## src/rtl/ivc_pkg.sv

```systemverilog
package ivc_pkg;

  typedef enum logic {
    LVL_LO = 1'b0,
    LVL_HI = 1'b1
  } lvl_e;

  // Call address of a source: fixed base plus a stride per index.
  function automatic logic [31:0] vec_of(input int unsigned idx,
                                         input int unsigned base,
                                         input int unsigned stride);
    return 32'(base + stride * idx);
  endfunction

endpackage

```

## src/rtl/ivc_qualify.sv

```systemverilog
module ivc_qualify #(
  parameter int unsigned NSRC     = 22,
  parameter int unsigned RSVD_IDX = 20
) (
  input  logic [NSRC-1:0] pend_i,
  input  logic [NSRC-1:0] en_i,
  input  logic [NSRC-1:0] prio_i,
  output logic [NSRC-1:0] cand_hi_o,
  output logic [NSRC-1:0] cand_lo_o
);

  for (genvar g = 0; g < NSRC; g++) begin : g_src
    if (g == RSVD_IDX) begin : g_rsvd
      assign cand_hi_o[g] = 1'b0;
      assign cand_lo_o[g] = 1'b0;
    end else begin : g_live
      logic live;
      assign live         = pend_i[g] & en_i[g];
      assign cand_hi_o[g] = live & prio_i[g];
      assign cand_lo_o[g] = live & ~prio_i[g];
    end
  end

endmodule

```

## src/rtl/ivc_find_first.sv

```systemverilog
module ivc_find_first #(
  parameter int unsigned N     = 22,
  parameter int unsigned IDX_W = $clog2(N)
) (
  input  logic [N-1:0]     vec_i,
  output logic             found_o,
  output logic [IDX_W-1:0] idx_o
);

  always_comb begin
    idx_o = '0;
    for (int i = N - 1; i >= 0; i--) begin
      if (vec_i[i]) idx_o = IDX_W'(i);
    end
  end

  assign found_o = |vec_i;

endmodule

```

## src/rtl/ivc_nest.sv

```systemverilog
module ivc_nest
  import ivc_pkg::*;
(
  input  logic clk,
  input  logic rst_n,
  input  logic set_en_i,
  input  lvl_e set_lvl_i,
  input  logic ret_i,
  output logic ins_hi_o,
  output logic ins_lo_o,
  output logic clr_hi_o,
  output logic clr_lo_o
);

  logic hi_q, lo_q, hi_d, lo_d;

  always_comb begin
    clr_hi_o = ret_i & hi_q;
    clr_lo_o = ret_i & ~hi_q & lo_q;
    hi_d = hi_q & ~clr_hi_o;
    lo_d = lo_q & ~clr_lo_o;
    if (set_en_i) begin
      if (set_lvl_i == LVL_HI) hi_d = 1'b1;
      else                     lo_d = 1'b1;
    end
  end

  always_ff @(posedge clk or negedge rst_n) begin
    if (!rst_n) begin
      hi_q <= 1'b0;
      lo_q <= 1'b0;
    end else begin
      hi_q <= hi_d;
      lo_q <= lo_d;
    end
  end

  assign ins_hi_o = hi_q;
  assign ins_lo_o = lo_q;

endmodule

```

## src/rtl/ivc_grant.sv

```systemverilog
module ivc_grant
  import ivc_pkg::*;
#(
  parameter int unsigned IDX_W      = 5,
  parameter int unsigned VEC_W      = 16,
  parameter int unsigned VEC_BASE   = 3,
  parameter int unsigned VEC_STRIDE = 8
) (
  input  logic             clk,
  input  logic             rst_n,
  input  logic             take_i,
  input  logic [IDX_W-1:0] win_idx_i,
  input  lvl_e             win_lvl_i,
  input  logic             ack_i,
  output logic             irq_o,
  output logic [IDX_W-1:0] idx_o,
  output logic [VEC_W-1:0] vec_o,
  output lvl_e             lvl_o,
  output logic             ack_fire_o
);

  logic [31:0] vec_full;

  assign vec_full   = vec_of(int'(win_idx_i), VEC_BASE, VEC_STRIDE);
  assign ack_fire_o = irq_o & ack_i;

  always_ff @(posedge clk or negedge rst_n) begin
    if (!rst_n) begin
      irq_o <= 1'b0;
      idx_o <= '0;
      vec_o <= '0;
      lvl_o <= LVL_LO;
    end else if (take_i) begin
      irq_o <= 1'b1;
      idx_o <= win_idx_i;
      vec_o <= vec_full[VEC_W-1:0];
      lvl_o <= win_lvl_i;
    end else if (ack_fire_o) begin
      irq_o <= 1'b0;
    end
  end

endmodule

```

## src/rtl/irq_vec_ctrl.sv

```systemverilog
module irq_vec_ctrl
  import ivc_pkg::*;
#(
  parameter int unsigned NSRC       = 22,
  parameter int unsigned RSVD_IDX   = 20,
  parameter int unsigned VEC_W      = 16,
  parameter int unsigned VEC_BASE   = 3,
  parameter int unsigned VEC_STRIDE = 8,
  localparam int unsigned IDX_W     = (NSRC > 1) ? $clog2(NSRC) : 1
) (
  input  logic             clk,
  input  logic             rst_n,
  input  logic [NSRC-1:0]  pend_i,
  input  logic [NSRC-1:0]  en_i,
  input  logic [NSRC-1:0]  prio_i,
  input  logic             gie_i,
  input  logic             instr_done_i,
  input  logic             reti_i,
  input  logic             call_ack_i,
  input  logic             stall_i,
  output logic             irq_o,
  output logic [VEC_W-1:0] vec_o,
  output logic [IDX_W-1:0] idx_o
);

  logic [NSRC-1:0]  cand_hi, cand_lo;
  logic             found_hi, found_lo;
  logic [IDX_W-1:0] idx_hi, idx_lo;
  logic             ins_hi, ins_lo, clr_hi, clr_lo;
  logic             hi_ok, lo_ok, boundary_ok;
  logic             win_valid, take, ack_fire;
  logic [IDX_W-1:0] win_idx;
  lvl_e             win_lvl, grant_lvl;

  ivc_qualify #(.NSRC(NSRC), .RSVD_IDX(RSVD_IDX)) u_qual (
    .pend_i(pend_i), .en_i(en_i), .prio_i(prio_i),
    .cand_hi_o(cand_hi), .cand_lo_o(cand_lo)
  );

  ivc_find_first #(.N(NSRC), .IDX_W(IDX_W)) u_ff_hi (
    .vec_i(cand_hi), .found_o(found_hi), .idx_o(idx_hi)
  );

  ivc_find_first #(.N(NSRC), .IDX_W(IDX_W)) u_ff_lo (
    .vec_i(cand_lo), .found_o(found_lo), .idx_o(idx_lo)
  );

  // Eligibility: high level blocked only by a high handler, low by either.
  assign hi_ok       = ~ins_hi;
  assign lo_ok       = ~ins_hi & ~ins_lo;
  assign boundary_ok = instr_done_i & gie_i & ~stall_i & ~reti_i;

  always_comb begin
    win_valid = 1'b0;
    win_idx   = idx_lo;
    win_lvl   = LVL_LO;
    if (found_hi && hi_ok) begin
      win_valid = 1'b1;
      win_idx   = idx_hi;
      win_lvl   = LVL_HI;
    end else if (found_lo && lo_ok) begin
      win_valid = 1'b1;
    end
  end

  assign take = boundary_ok & win_valid & ~irq_o;

  ivc_grant #(
    .IDX_W(IDX_W), .VEC_W(VEC_W),
    .VEC_BASE(VEC_BASE), .VEC_STRIDE(VEC_STRIDE)
  ) u_grant (
    .clk(clk), .rst_n(rst_n), .take_i(take),
    .win_idx_i(win_idx), .win_lvl_i(win_lvl), .ack_i(call_ack_i),
    .irq_o(irq_o), .idx_o(idx_o), .vec_o(vec_o),
    .lvl_o(grant_lvl), .ack_fire_o(ack_fire)
  );

  ivc_nest u_nest (
    .clk(clk), .rst_n(rst_n),
    .set_en_i(ack_fire), .set_lvl_i(grant_lvl), .ret_i(reti_i),
    .ins_hi_o(ins_hi), .ins_lo_o(ins_lo),
    .clr_hi_o(clr_hi), .clr_lo_o(clr_lo)
  );

endmodule

```

## config.mk

```make
export PLATFORM = sky130hd
export DESIGN_NAME = irq_vec_ctrl
export DESIGN_NICKNAME = d
export VERILOG_FILES = /design/src/rtl/ivc_pkg.sv /design/src/rtl/ivc_qualify.sv /design/src/rtl/ivc_find_first.sv /design/src/rtl/ivc_nest.sv /design/src/rtl/ivc_grant.sv /design/src/rtl/irq_vec_ctrl.sv
export SDC_FILE = /design/constraint.sdc
export NUM_CORES = 1
export LEC_CHECK = 0
export BUFFER_PORTS_ARGS = -buffer_cell sky130_fd_sc_hd__buf_4
export CORE_UTILIZATION = 44
export DETAILED_ROUTE_END_ITERATION = 12
export GPL_ROUTABILITY_DRIVEN = 0
export PLACE_DENSITY = 0.82
export SLEW_MARGIN = 20
export SYNTH_ARGS = -nofsm -noshare
export SYNTH_HDL_FRONTEND = slang
export SYNTH_HIERARCHICAL = 1
export SYNTH_SLANG_ARGS = --single-unit
```

## constraint.sdc

```tcl
create_clock -name clk -period 1.8 [get_ports clk]
set_input_delay 0.09 -clock clk [delete_from_list [all_inputs] [get_ports clk]]
set_output_delay 0.09 -clock clk [all_outputs]
set_load 0.03 [all_outputs]
```

== Yosys cells after proc, flatten, opt, wreduce, memory -nomap -nowiden ==
Cells that the tools add are included.
Word-level totals
  output and inout port bits: 22
  register bits after elaboration: 25
  word-level logic and storage cells: 167
  input bits: 73
Cells by class
  add/sub/neg operators: 1
  reduce and logical (&&, ||, !) cells: 5
  bitwise operators: 103
  multiplexer cells: 52
Operator list (count)
  $mux 5: 43
  $and 1x1->1: 75
  $reduce_or 21->1: 2
  $not 1->1: 28
  $add 2x8->9 const A: 1
  $mux 1: 9
  $logic_and 1x1->1: 2
  $reduce_bool 2->1: 1

== Longest topological paths before layout ==
Gate-level depths: netlist of run 1.
  depth in word-level cells: 25
  mapped depth: 9
  mapped depth without buffers: 8

== Modules after synthesis ==
Netlist of run 1, hierarchy kept.
By module, submodules not included
  ivc_find_first: area an instance 261.5 um2, sequential area each 0.0 um2, cells an instance 43, times used 2
  ivc_grant: area an instance 442.9 um2, sequential area each 200.2 um2, cells an instance 35, times used 1
  ivc_qualify: area an instance 360.3 um2, sequential area each 0.0 um2, cells an instance 45, times used 1
  irq_vec_ctrl: area an instance 136.4 um2, sequential area each 0.0 um2, cells an instance 12, times used 1
  ivc_nest: area an instance 95.1 um2, sequential area each 50.0 um2, cells an instance 10, times used 1

== Least setup slack after synthesis of run 1 ==
OpenSTA, ideal clock, no wires.
  path type: input to register
  start: input port prio_i[16]
  end: register u_grant.idx_o[0]
  library setup time: 125 ps
  slack: -208 ps
  required time: 1675 ps
  path buffers: 1
  arrival: 1883 ps
  cell stages on the path: 8
  path through: and3_2 > or4_4 > nor3_1 > nand2_1 > nand2b_4 > buf_6 > mux2_4 > mux2_4
On the way
  elaborated cells on any way between the ends: 46
  classes of those cells: mux: 37; bitwise: 5; reduce/logical: 4
RTL lines
  from (decl): RTL line irq_vec_ctrl.sv:15  | input logic [NSRC-1:0] prio_i,
  $and 1x1->1: RTL line ivc_qualify.sv:19  | assign cand_hi_o[g] = live & prio_i[g];
  $reduce_or 21->1: RTL line ivc_find_first.sv:17  | assign found_o = |vec_i;
  net found_hi: RTL line irq_vec_ctrl.sv:27  | logic found_hi, found_lo;
  $logic_and 1x1->1: RTL line irq_vec_ctrl.sv:57  | if (found_hi && hi_ok) begin
  $mux 5: RTL line irq_vec_ctrl.sv:57
  net win_idx[0]: RTL line irq_vec_ctrl.sv:32  | logic [IDX_W-1:0] win_idx;
  to (signal assigned): RTL line ivc_grant.sv:35  | idx_o <= win_idx_i;
  to (decl): RTL line ivc_grant.sv:16  | output logic [IDX_W-1:0] idx_o,
The timed path passes the listed nets, and every way through them passes these cells.
A chain may end at the register's enable or synchronous reset.

== Worst setup path after layout of run 1 ==
  start: input port prio_i[16]
  end: register u_grant.idx_o[0]
On the way
  elaborated cells on any way between the ends: 46
  classes of those cells: mux: 37; bitwise: 5; reduce/logical: 4
RTL lines
  $and 1x1->1: RTL line ivc_qualify.sv:19
  net cand_hi[16]: RTL line irq_vec_ctrl.sv:26  | logic [NSRC-1:0] cand_hi, cand_lo;
  $reduce_or 21->1: RTL line ivc_find_first.sv:17
  net found_hi: RTL line irq_vec_ctrl.sv:27
  $logic_and 1x1->1: RTL line irq_vec_ctrl.sv:57
  $mux 5: RTL line irq_vec_ctrl.sv:57
  net win_idx[0]: RTL line irq_vec_ctrl.sv:32
The timed path passes the listed nets, and every way through them passes these cells.

==> results of run 1 <==
==> worst min path at each step <==
stage	to	slack (ps)	cells past startpoint
after floorplan	u_grant/idx_o[0]$_DFFE_PN0P_	-210	0
after global placement	u_grant/irq_o$_DFFE_PN0P_	-80	1
after detailed placement	u_grant/idx_o[3]$_DFFE_PN0P_	-80	1
after CTS	u_nest/ins_hi_o$_DFF_PN0_	10	2
after global routing	u_nest/ins_hi_o$_DFF_PN0_	50	2
final	u_nest/ins_hi_o$_DFF_PN0_	30	2
==> layer usage <==
layer,vias up,global-route usage [%]
met5,-,0
met4,0,7.468
met3,4,0.8403
met2,56,41.46
met1,802,26.45
li1,932,-
==> area by class of cell <==
cell class                 count  area [um^2]  area share [%]
multi-input combinational    154         1202           46.22
inverter                      12        45.04           1.732
clock buffer                   3        22.52          0.8658
timing repair buffer         136         1023           39.35
sequential                    10        250.2           9.620
tap                           46        57.56           2.213
==> worst reg2reg max path: stages, from the launching register on <==
cell	delay [ps]
dfrtp_1	410
and4bb_2	320
o211a_4	250
mux2_4	310
==> through the flow <==
stage / cell area [um^2] / power (mW) / std cells / setup slack (ps)
floorplan: 1595 / 0.8370 / 195 / -96.04
global placement: 2516 / 1.132 / 357 / -280.1
detailed placement: 2516 / 1.152 / 357 / -323.3
CTS: 2555 / 1.306 / 361 / 22.00
global route: 2601 / 1.407 / 361 / -6.283
finish: 2601 / 1.313 / 361 / 42.75
==> state kept, by name, summed over array words and instances (netlist names) <==
| signal | cells |
|---|---|
| u_nest/ins_hi_o | 1 |
| u_grant/lvl_o | 1 |
| u_nest/ins_lo_o | 1 |
| u_grant/idx_o | 4 |
| u_grant/irq_o | 1 |
| u_grant/vec_o | 2 |
==> report_power, final <==
part	switching, mW	internal [mW]
Sequential	0.0368	0.270
Clock	0.0665	0.0767
Combinational	0.400	0.463
==> what timing repair did <==
item,in CTS,in global routing
endpoints found under the setup margin,7,7
pin swaps,0,1
resized for setup,2,9
hold buffers,1,0
endpoints found under the hold margin,10,0
==> results.md, run 1 <==
- Vias in the first global route: 1,629
- Clock buffer count from CTS: 3
- Worst-Skew Late Latency: 260 ps
- M1 wire length: 1766 um
- Die X: 61.24 um
- CORE AREA: 3337 um^2
- Avg Inst Size Synth: 8.301 um^2
- Worst setup path end: u_grant/idx_o[0]$_DFFE_PN0P_
- Wirelength per Cell: 11.54 um
- Critical path's largest stage delay: 560 ps
- First-pass GRT wire length: 6382 um
- Pleak: 1.400 nW
- Final cell utilization of the core: 77.95%
- WP depth: 8
- Via count: 1,794
- Number of post-CTS setup repair buffers: 0
- Initial antenna violation count: 0
- Total negative slack: 0 ps
- Critical path launch point: prio_i[16]
- Share of post-route cells with drive strength above 1: 61.27%
- Min Hold Slack: 30.98 ps
- Mapped cell area: 1544 um^2
- Maxcap violations: 0
- CTS tree: yes
- CP startpoint kind: input pin
- WL final: 4166 um
- Max Clk Rate: roughly 570 MHz
- Hold_sp: reti_i
- Skew final: 3.157 ps
- Area grow syn2layout: 68.48%
- Ys Warns: 6
- Mapped Cells: 186
- Clock Sinks: 10
- CP arrival: 1900 ps
- Maximum VDD drop: around 0.26 mV
- Pre-Repair DR Iteration Count: 4
- Critical Path Fanout Max: 6
- Worst path top cell family by delay: simple AND/OR/NAND/NOR gates
- Worst path slowest cell: or4_4
- # IOs: 95
- Dpl hpwl: around 3600 um
- Met3 WL: 165 um
- Routed Antenna Nets: 0
- Reg2Reg Setup Slack: 390 ps
- Net count, final: 390
- Reg2Reg Launch Point: u_nest/ins_hi_o$_DFF_PN0_
- Most common cell after layout, fill and taps aside: buf_4
- Starting Density: a little under half
- Crit Path Class: input pin to register
- Status: complete, no violations
- Remaining Overflow, GRT: 0
- # setup viols final: 0
- Pwr Density: a little over 500 nW/um^2
- Metal2 WL: roughly 2200 um
- Area of the die: 3750 um^2
- Final Hold Violating Endpoints: 0
- Vias per inst: 4.970
- Buf/Inv on CP: 1
- Pins Over Slew Limit: 0
- Height of the die: 61.24 um
- Fill count: 240
- Critical path capture point type: register
- Crit path cell chain: buf_4 -> and3_4 -> or4_4 -> nor3_4 -> nand2_2 -> nand2b_4 -> mux2_4 -> mux2_4
- Tmin final: 1757 ps
- HP Class: input pin to register
- Rows: 21
- Initial detailed-routing violation count: between 50 and 60
- Top Metal Used: met4
- Total GRT Usage: a little over a fifth
- CP required: 1940 ps
- Largest net degree at the start of global routing: 11
- Reg2Reg Depth: 3
- PortBufs: between 80 and 90
- Clock slew at reported path FFs: 60 ps
- Most frequent cells in the layout: buf_4, and3b_1, and3_2, nor2_1, inv_1
- Number of diodes: 0
- # DRC: 0
- Clock root buffer: clkbuf_4
- Cell mode on critical path: mux2_4
- # H-tree levels: 1
- RR Endpoint: u_grant/idx_o[0]$_DFFE_PN0P_
- CTS Buffer Depth: 2
- Period utilisation layout: 97.62%
Power figures use the tool's default switching activity.
==> run 2, diff against run 1 <==
--- a/config.mk
+++ b/config.mk
@@ -6,11 +6,12 @@
 export NUM_CORES = 1
 export LEC_CHECK = 0
 export BUFFER_PORTS_ARGS = -buffer_cell sky130_fd_sc_hd__buf_4
+export CORE_MARGIN = 2
 export CORE_UTILIZATION = 44
 export DETAILED_ROUTE_END_ITERATION = 12
 export GPL_ROUTABILITY_DRIVEN = 0
 export PLACE_DENSITY = 0.82
-export SLEW_MARGIN = 20
+export SLEW_MARGIN = 10
 export SYNTH_ARGS = -nofsm -noshare
 export SYNTH_HDL_FRONTEND = slang
 export SYNTH_HIERARCHICAL = 1
==> results.md, run 2 (same netlist as run 1, synthesis figures left out) <==
- Status: complete, no violations
- Switching Fraction: 37.46%
- Crit path cell chain: buf_4 -> and3_2 -> or4_4 -> nor3_4 -> nand2_2 -> nand2b_4 -> mux2_4 -> mux2_4
- Clock buffer count from CTS: 3
- Cell mode on critical path: mux2_4
- Wirelength per Cell: 11.98 um
- Starting Density: 45.91%
- Number of diodes: 0
- CP arrival: 1910 ps
- First-pass GRT wire length: 7079 um
- HP Class: input pin to register
- Max FFs per register: 4
- # DRC: 0
- Critical path's largest stage delay: 510 ps
- Most common cell after layout, fill and taps aside: buf_4
- Combinational fraction of design power: between 60 and 70%
- Height of the die: 63.24 um
- Via count: roughly 1,900
- Maxcap violations: 0
- Dpl ws: -334.9 ps
- Initial detailed-routing violation count: 58
- Pleak: roughly 1.4 nW
- Largest registers: u_grant/idx_o: 4 flops, u_grant/vec_o: 2 flops
- Share of post-route cells with drive strength above 1: 61.51%
- Crit Path Class: input pin to register
- Pre-Repair DR Iteration Count: 4
- Tmin final: 1772 ps
- Reg with most FFs: u_grant/idx_o
- CP required: 1940 ps
- Worst-Skew Late Latency: 260 ps
- WL final: 4350 um
- Sequential share of power: 22.4%
- Total GRT Usage: 21.16%
- # IOs: 95
- Area of the die: roughly 4000 um^2
- Sw power: 515.0 uW
- Final Hold Violating Endpoints: 0
- # H-tree levels: 1
- CTS Buffer Depth: 2
- PortBufs: 82
- Max Clk Rate: ~560 MHz
- Skew final: 7.202 ps
- Area grow syn2layout: 71.47%
- Critical Path Fanout Max: 6
- Die X: between 60 and 70 um
- Final cell utilization of the core: 78.72%
- Most frequent cells in the layout: buf_4, and3b_1, and3_2, nor2_1, inv_1
- Vias in the first global route: 1,820
- Clock root buffer: clkbuf_4
- Clock slew at reported path FFs: 70 ps
- Pint: 859.7 uW
- Remaining Overflow, GRT: 0
- Rows: 21
- Clock Sinks: 10
- Period utilisation layout: 98.46%
- CTS tree: yes
- Net count, final: just under 400
- Worst path slowest cell: or4_4
- Pins Over Slew Limit: 0
- Routed Antenna Nets: 0
- CP startpoint kind: input pin
- Critical path capture point type: register
- Final Worst Setup Slack: 27.74 ps
- Pwr Density: 519.2 nW/um^2
- CORE AREA: 3363 um^2
- Initial antenna violation count: 0
- Largest net degree at the start of global routing: 11
- # setup viols final: 0
- Dpl hpwl: 3806 um
- Clk network pwr share: between 10 and 15%
- Vias per inst: between 5 and 6
- Maximum VDD drop: between 0.15 and 0.2 mV
## run 2: layout make-up
class                           instances  area, um^2
Inverter                               12       45.04
Multi-Input combinational cell        154        1224
Timing Repair Buffer                  137        1035
Tap cell                               46       57.56
Clock buffer                            4       36.28
Sequential cell                        10       250.2
Fill cell                             258       715.7
## run 2: per-layer routing
layer	GRT usage, %	vias to the layer above	wire length (um)
met4	6.250	0	44
li1	-	935	-
met3	0.8929	6	202
met5	0	-	0
met1	22.87	866	1736
met2	43.48	69	2366
## run 2: worst paths after layout
| check | slack [ps] | startpoint | cells after the start | endpoint |
|---|---|---|---|---|
| worst max-delay path | 30 | prio_i[18] | 8 | u_grant/idx_o[3]$_DFFE_PN0P_ |
| worst min-delay path | 40 | reti_i | 2 | u_nest/ins_hi_o$_DFF_PN0_ |
| worst max register to register | 390 | u_nest/ins_hi_o$_DFF_PN0_ | 3 | u_grant/idx_o[3]$_DFFE_PN0P_ |
| worst min register to register | 500 | u_grant/vec_o[1]$_DFFE_PN0P_ | 1 | u_grant/vec_o[1]$_DFFE_PN0P_ |
| max in group asynchronous | 1470 | rst_n | 2 | u_grant/idx_o[0]$_DFFE_PN0P_ |
| min in group asynchronous | 190 | rst_n | 2 | u_nest/ins_hi_o$_DFF_PN0_ |
## run 2: per-stage QoR
| step | area [um^2] | power [mW] | hold WS [ps] | TNS (ps) | std cells |
|---|---|---|---|---|---|
| global placement | 2524 | 1.133 | -84.19 | -1941 | 358 |
| finish | 2648 | 1.375 | 35.49 | 0 | 363 |
| global route | 2648 | 1.457 | 33.01 | -68.44 | 363 |
| CTS | 2582 | 1.360 | 32.07 | 0 | 363 |
| floorplan | 1595 | 0.8370 | -205.6 | -596.7 | 195 |
| detailed placement | 2524 | 1.161 | -81.08 | -2519 | 358 |
## run 2: worst max-delay path: cells and delay by family
kind	cells	cell delay, ps
simple gates	5	1130
mux	2	580
buf+inv	1	110
## run 2: timing repair
action	4_1_cts	5_1_grt
pin swaps	0	3
hold endpoints to repair	10	0
endpoints found under the setup margin	7	7
buffers inserted	0	0
hold buffers	1	0
gates resized for setup	3	14
## run 2: power by group through the flow
stage,Clock (mW),Sequential [mW],Combinational (mW)
2_1_floorplan,0,0.377,0.460
3_3_place_gp,0,0.309,0.824
3_5_place_dp,0,0.312,0.848
4_1_cts,0.197,0.309,0.854
5_1_grt,0.208,0.316,0.933
6_report,0.193,0.308,0.874
==> run 3, diff against run 2 <==
--- a/config.mk
+++ b/config.mk
@@ -7,10 +7,11 @@
 export LEC_CHECK = 0
 export BUFFER_PORTS_ARGS = -buffer_cell sky130_fd_sc_hd__buf_4
 export CORE_MARGIN = 2
-export CORE_UTILIZATION = 44
+export CORE_UTILIZATION = 45
+export CTS_BUF_LIST = sky130_fd_sc_hd__clkbuf_2
 export DETAILED_ROUTE_END_ITERATION = 12
 export GPL_ROUTABILITY_DRIVEN = 0
-export PLACE_DENSITY = 0.82
+export PLACE_DENSITY = 0.83
 export SLEW_MARGIN = 10
 export SYNTH_ARGS = -nofsm -noshare
 export SYNTH_HDL_FRONTEND = slang
==> results.md, run 3 (same netlist as run 1, synthesis figures left out) <==
- Die X: roughly 63 um
- Number of post-CTS setup repair buffers: 0
- RR Endpoint: u_grant/idx_o[2]$_DFFE_PN0P_
- Initial detailed-routing violation count: 74
- Clock buffer count from CTS: 3
- Multi-input logic area: 1167 um^2
- CORE AREA: 3311 um^2
- Initial antenna violation count: 0
- Pins Over Slew Limit: 0
- Share of post-route cells with drive strength above 1: 59.62%
- Rows: 21
- WL final: 4434 um
- CTS tree: yes
- Sw power: 513.4 uW
- # IOs: 95
- Reg2Reg Setup Slack: around 400 ps
- Pre-Repair DR Iteration Count: 4
- Pleak: between 1 and 1.5 nW
- Reg with most FFs: u_grant/idx_o
- Total negative slack: 0 ps
- CP startpoint kind: input pin
- Area after DPL: 2516 um^2
- Hold_sp: call_ack_i
- Clock slew at reported path FFs: ~90 ps
- Pwr Density: 500.9 nW/um^2
- Period utilisation layout: between 90 and 100%
- Vias in the first global route: approximately 1,800
- Worst-Skew Late Latency: ~250 ps
- Maximum VDD drop: roughly 0.18 mV
- Wirelength per Cell: 12.21 um
- Area grow syn2layout: 66.61%
- Min Hold Slack: 126.8 ps
- PortBufs: 82
- WHS Endpoint: u_grant/irq_o$_DFFE_PN0P_
- Total GRT Usage: 22.02%
- Via count: between 1,500 and 2,000
- Critical Path Fanout Max: 6
- # H-tree levels: 1
- Switching Fraction: between 30% and 40%
- Status: complete, no violations
- Remaining Overflow, GRT: 0
- HP Class: input pin to register
- CP arrival: 1920 ps
- Dpl hpwl: between 3000 and 4000 um
- Skew final: approximately 2.6 ps
- Final std cells w/o fill: ~360
- Routed Antenna Nets: 0
- Clock Sinks: 10
- Reg2Reg Depth: 3
- # DRC: 0
- RSZ-0062 raised after global routing: no
- CP required: just under 2000 ps
- Hold depth: 3
- # setup viols final: 0
- Largest net degree at the start of global routing: 11
- Starting Density: 46.64%
- Most common cell after layout, fill and taps aside: buf_4
- First-pass GRT wire length: just over 7000 um
- Most frequent cells in the layout: buf_4, and3b_1, and3_2, nor2_1, inv_1
- Fill count: about 270
- Number of diodes: 0
- Net count, final: 391
- Vias per inst: 5.135
- Clk network pwr share: 9.5%
- Area of the die: 3916 um^2
- Overall power: around 1.3 mW
- Reg2Reg Launch Point: u_nest/ins_hi_o$_DFF_PN0_
- Crit Path Class: input pin to register
- Critical path capture point type: register
- CTS Buffer Depth: 2
- Fin area: approximately 2600 um^2
- Maxcap violations: 0
- Max Clk Rate: approximately 560 MHz
- Final Hold Violating Endpoints: 0
- DP Cell Count: 357
- Tmin final: 1778 ps
- Height of the die: 62.58 um
- Clock root buffer: clkbuf_2
- Combinational fraction of design power: between 60% and 70%
- Sequential share of power: roughly a quarter
- Largest registers: u_grant/idx_o: 4 flops, u_grant/vec_o: 2 flops
- Storage cell area: 250.2 um^2
- Pint: 775.1 uW
- Max FFs per register: 4
-- run 3: how the worst max path moves through the flow --
| stage | start | to | slack, ps | cells past startpoint |
|---|---|---|---|---|
| detailed placement | en_i[16] | u_grant/idx_o[2]$_DFFE_PN0P_ | -310 | 8 |
| global route | en_i[16] | u_grant/lvl_o$_DFFE_PN0P_ | 10 | 8 |
| global placement | en_i[7] | u_grant/idx_o[0]$_DFFE_PN0P_ | -260 | 10 |
| CTS | en_i[16] | u_grant/idx_o[2]$_DFFE_PN0P_ | 40 | 8 |
| finish | prio_i[16] | u_grant/idx_o[3]$_DFFE_PN0P_ | 20 | 8 |
| floorplan | prio_i[16] | u_grant/idx_o[0]$_DFFE_PN0P_ | -100 | 8 |
-- run 3: layer usage --
| layer | up-vias | GRT usage [%] | share of wire, % |
|---|---|---|---|
| met4 | 0 | 9.444 | 1.9 |
| met5 | - | 0 | 0 |
| met3 | 8 | 2.703 | 6.2 |
| met2 | 84 | 42.34 | 54 |
| li1 | 927 | - | - |
| met1 | 845 | 23.92 | 38 |
-- run 3: power by group through the flow --
stage                     combinational (mW)  sequential, mW  clock, mW
after detailed placement               0.849           0.312          0
after global placement                 0.824           0.308          0
after global routing                   0.914           0.317      0.152
after CTS                              0.853           0.308      0.132
after floorplan                        0.460           0.377          0
final                                  0.859           0.307      0.122
-- run 3: critical path, stage by stage --
cell	delay, ps
buf_4	110
and3_4	170
or4_4	540
nor3_2	170
nand2_2	120
nand2b_4	140
mux2_4	320
mux2_4	250
-- run 3: cell type report --
cell class              count  area share [%]
multi-input cells         154           45.38
repair buffers            137           40.18
flip-flops and latches     10           9.728
well taps                  46           2.237
inverters                  12           1.751
clock buffers               3          0.5837
clock inverters             1          0.1459
-- run 3: timing repair --
action	4_1_cts	5_1_grt
resized for setup	1	4
endpoints found under the setup margin	6	7
gates cloned	0	0
hold buffers	2	0
endpoints found under the hold margin	11	0
-- run 3: metrics by stage --
step	utilization, %	worst slack (ps)
2_1_floorplan	-	-96.04
3_3_place_gp	76.00	-257.4
4_1_cts	77.17	39.78
3_5_place_dp	76.00	-305.2
5_1_grt	77.70	13.27
6_report	77.70	22.13
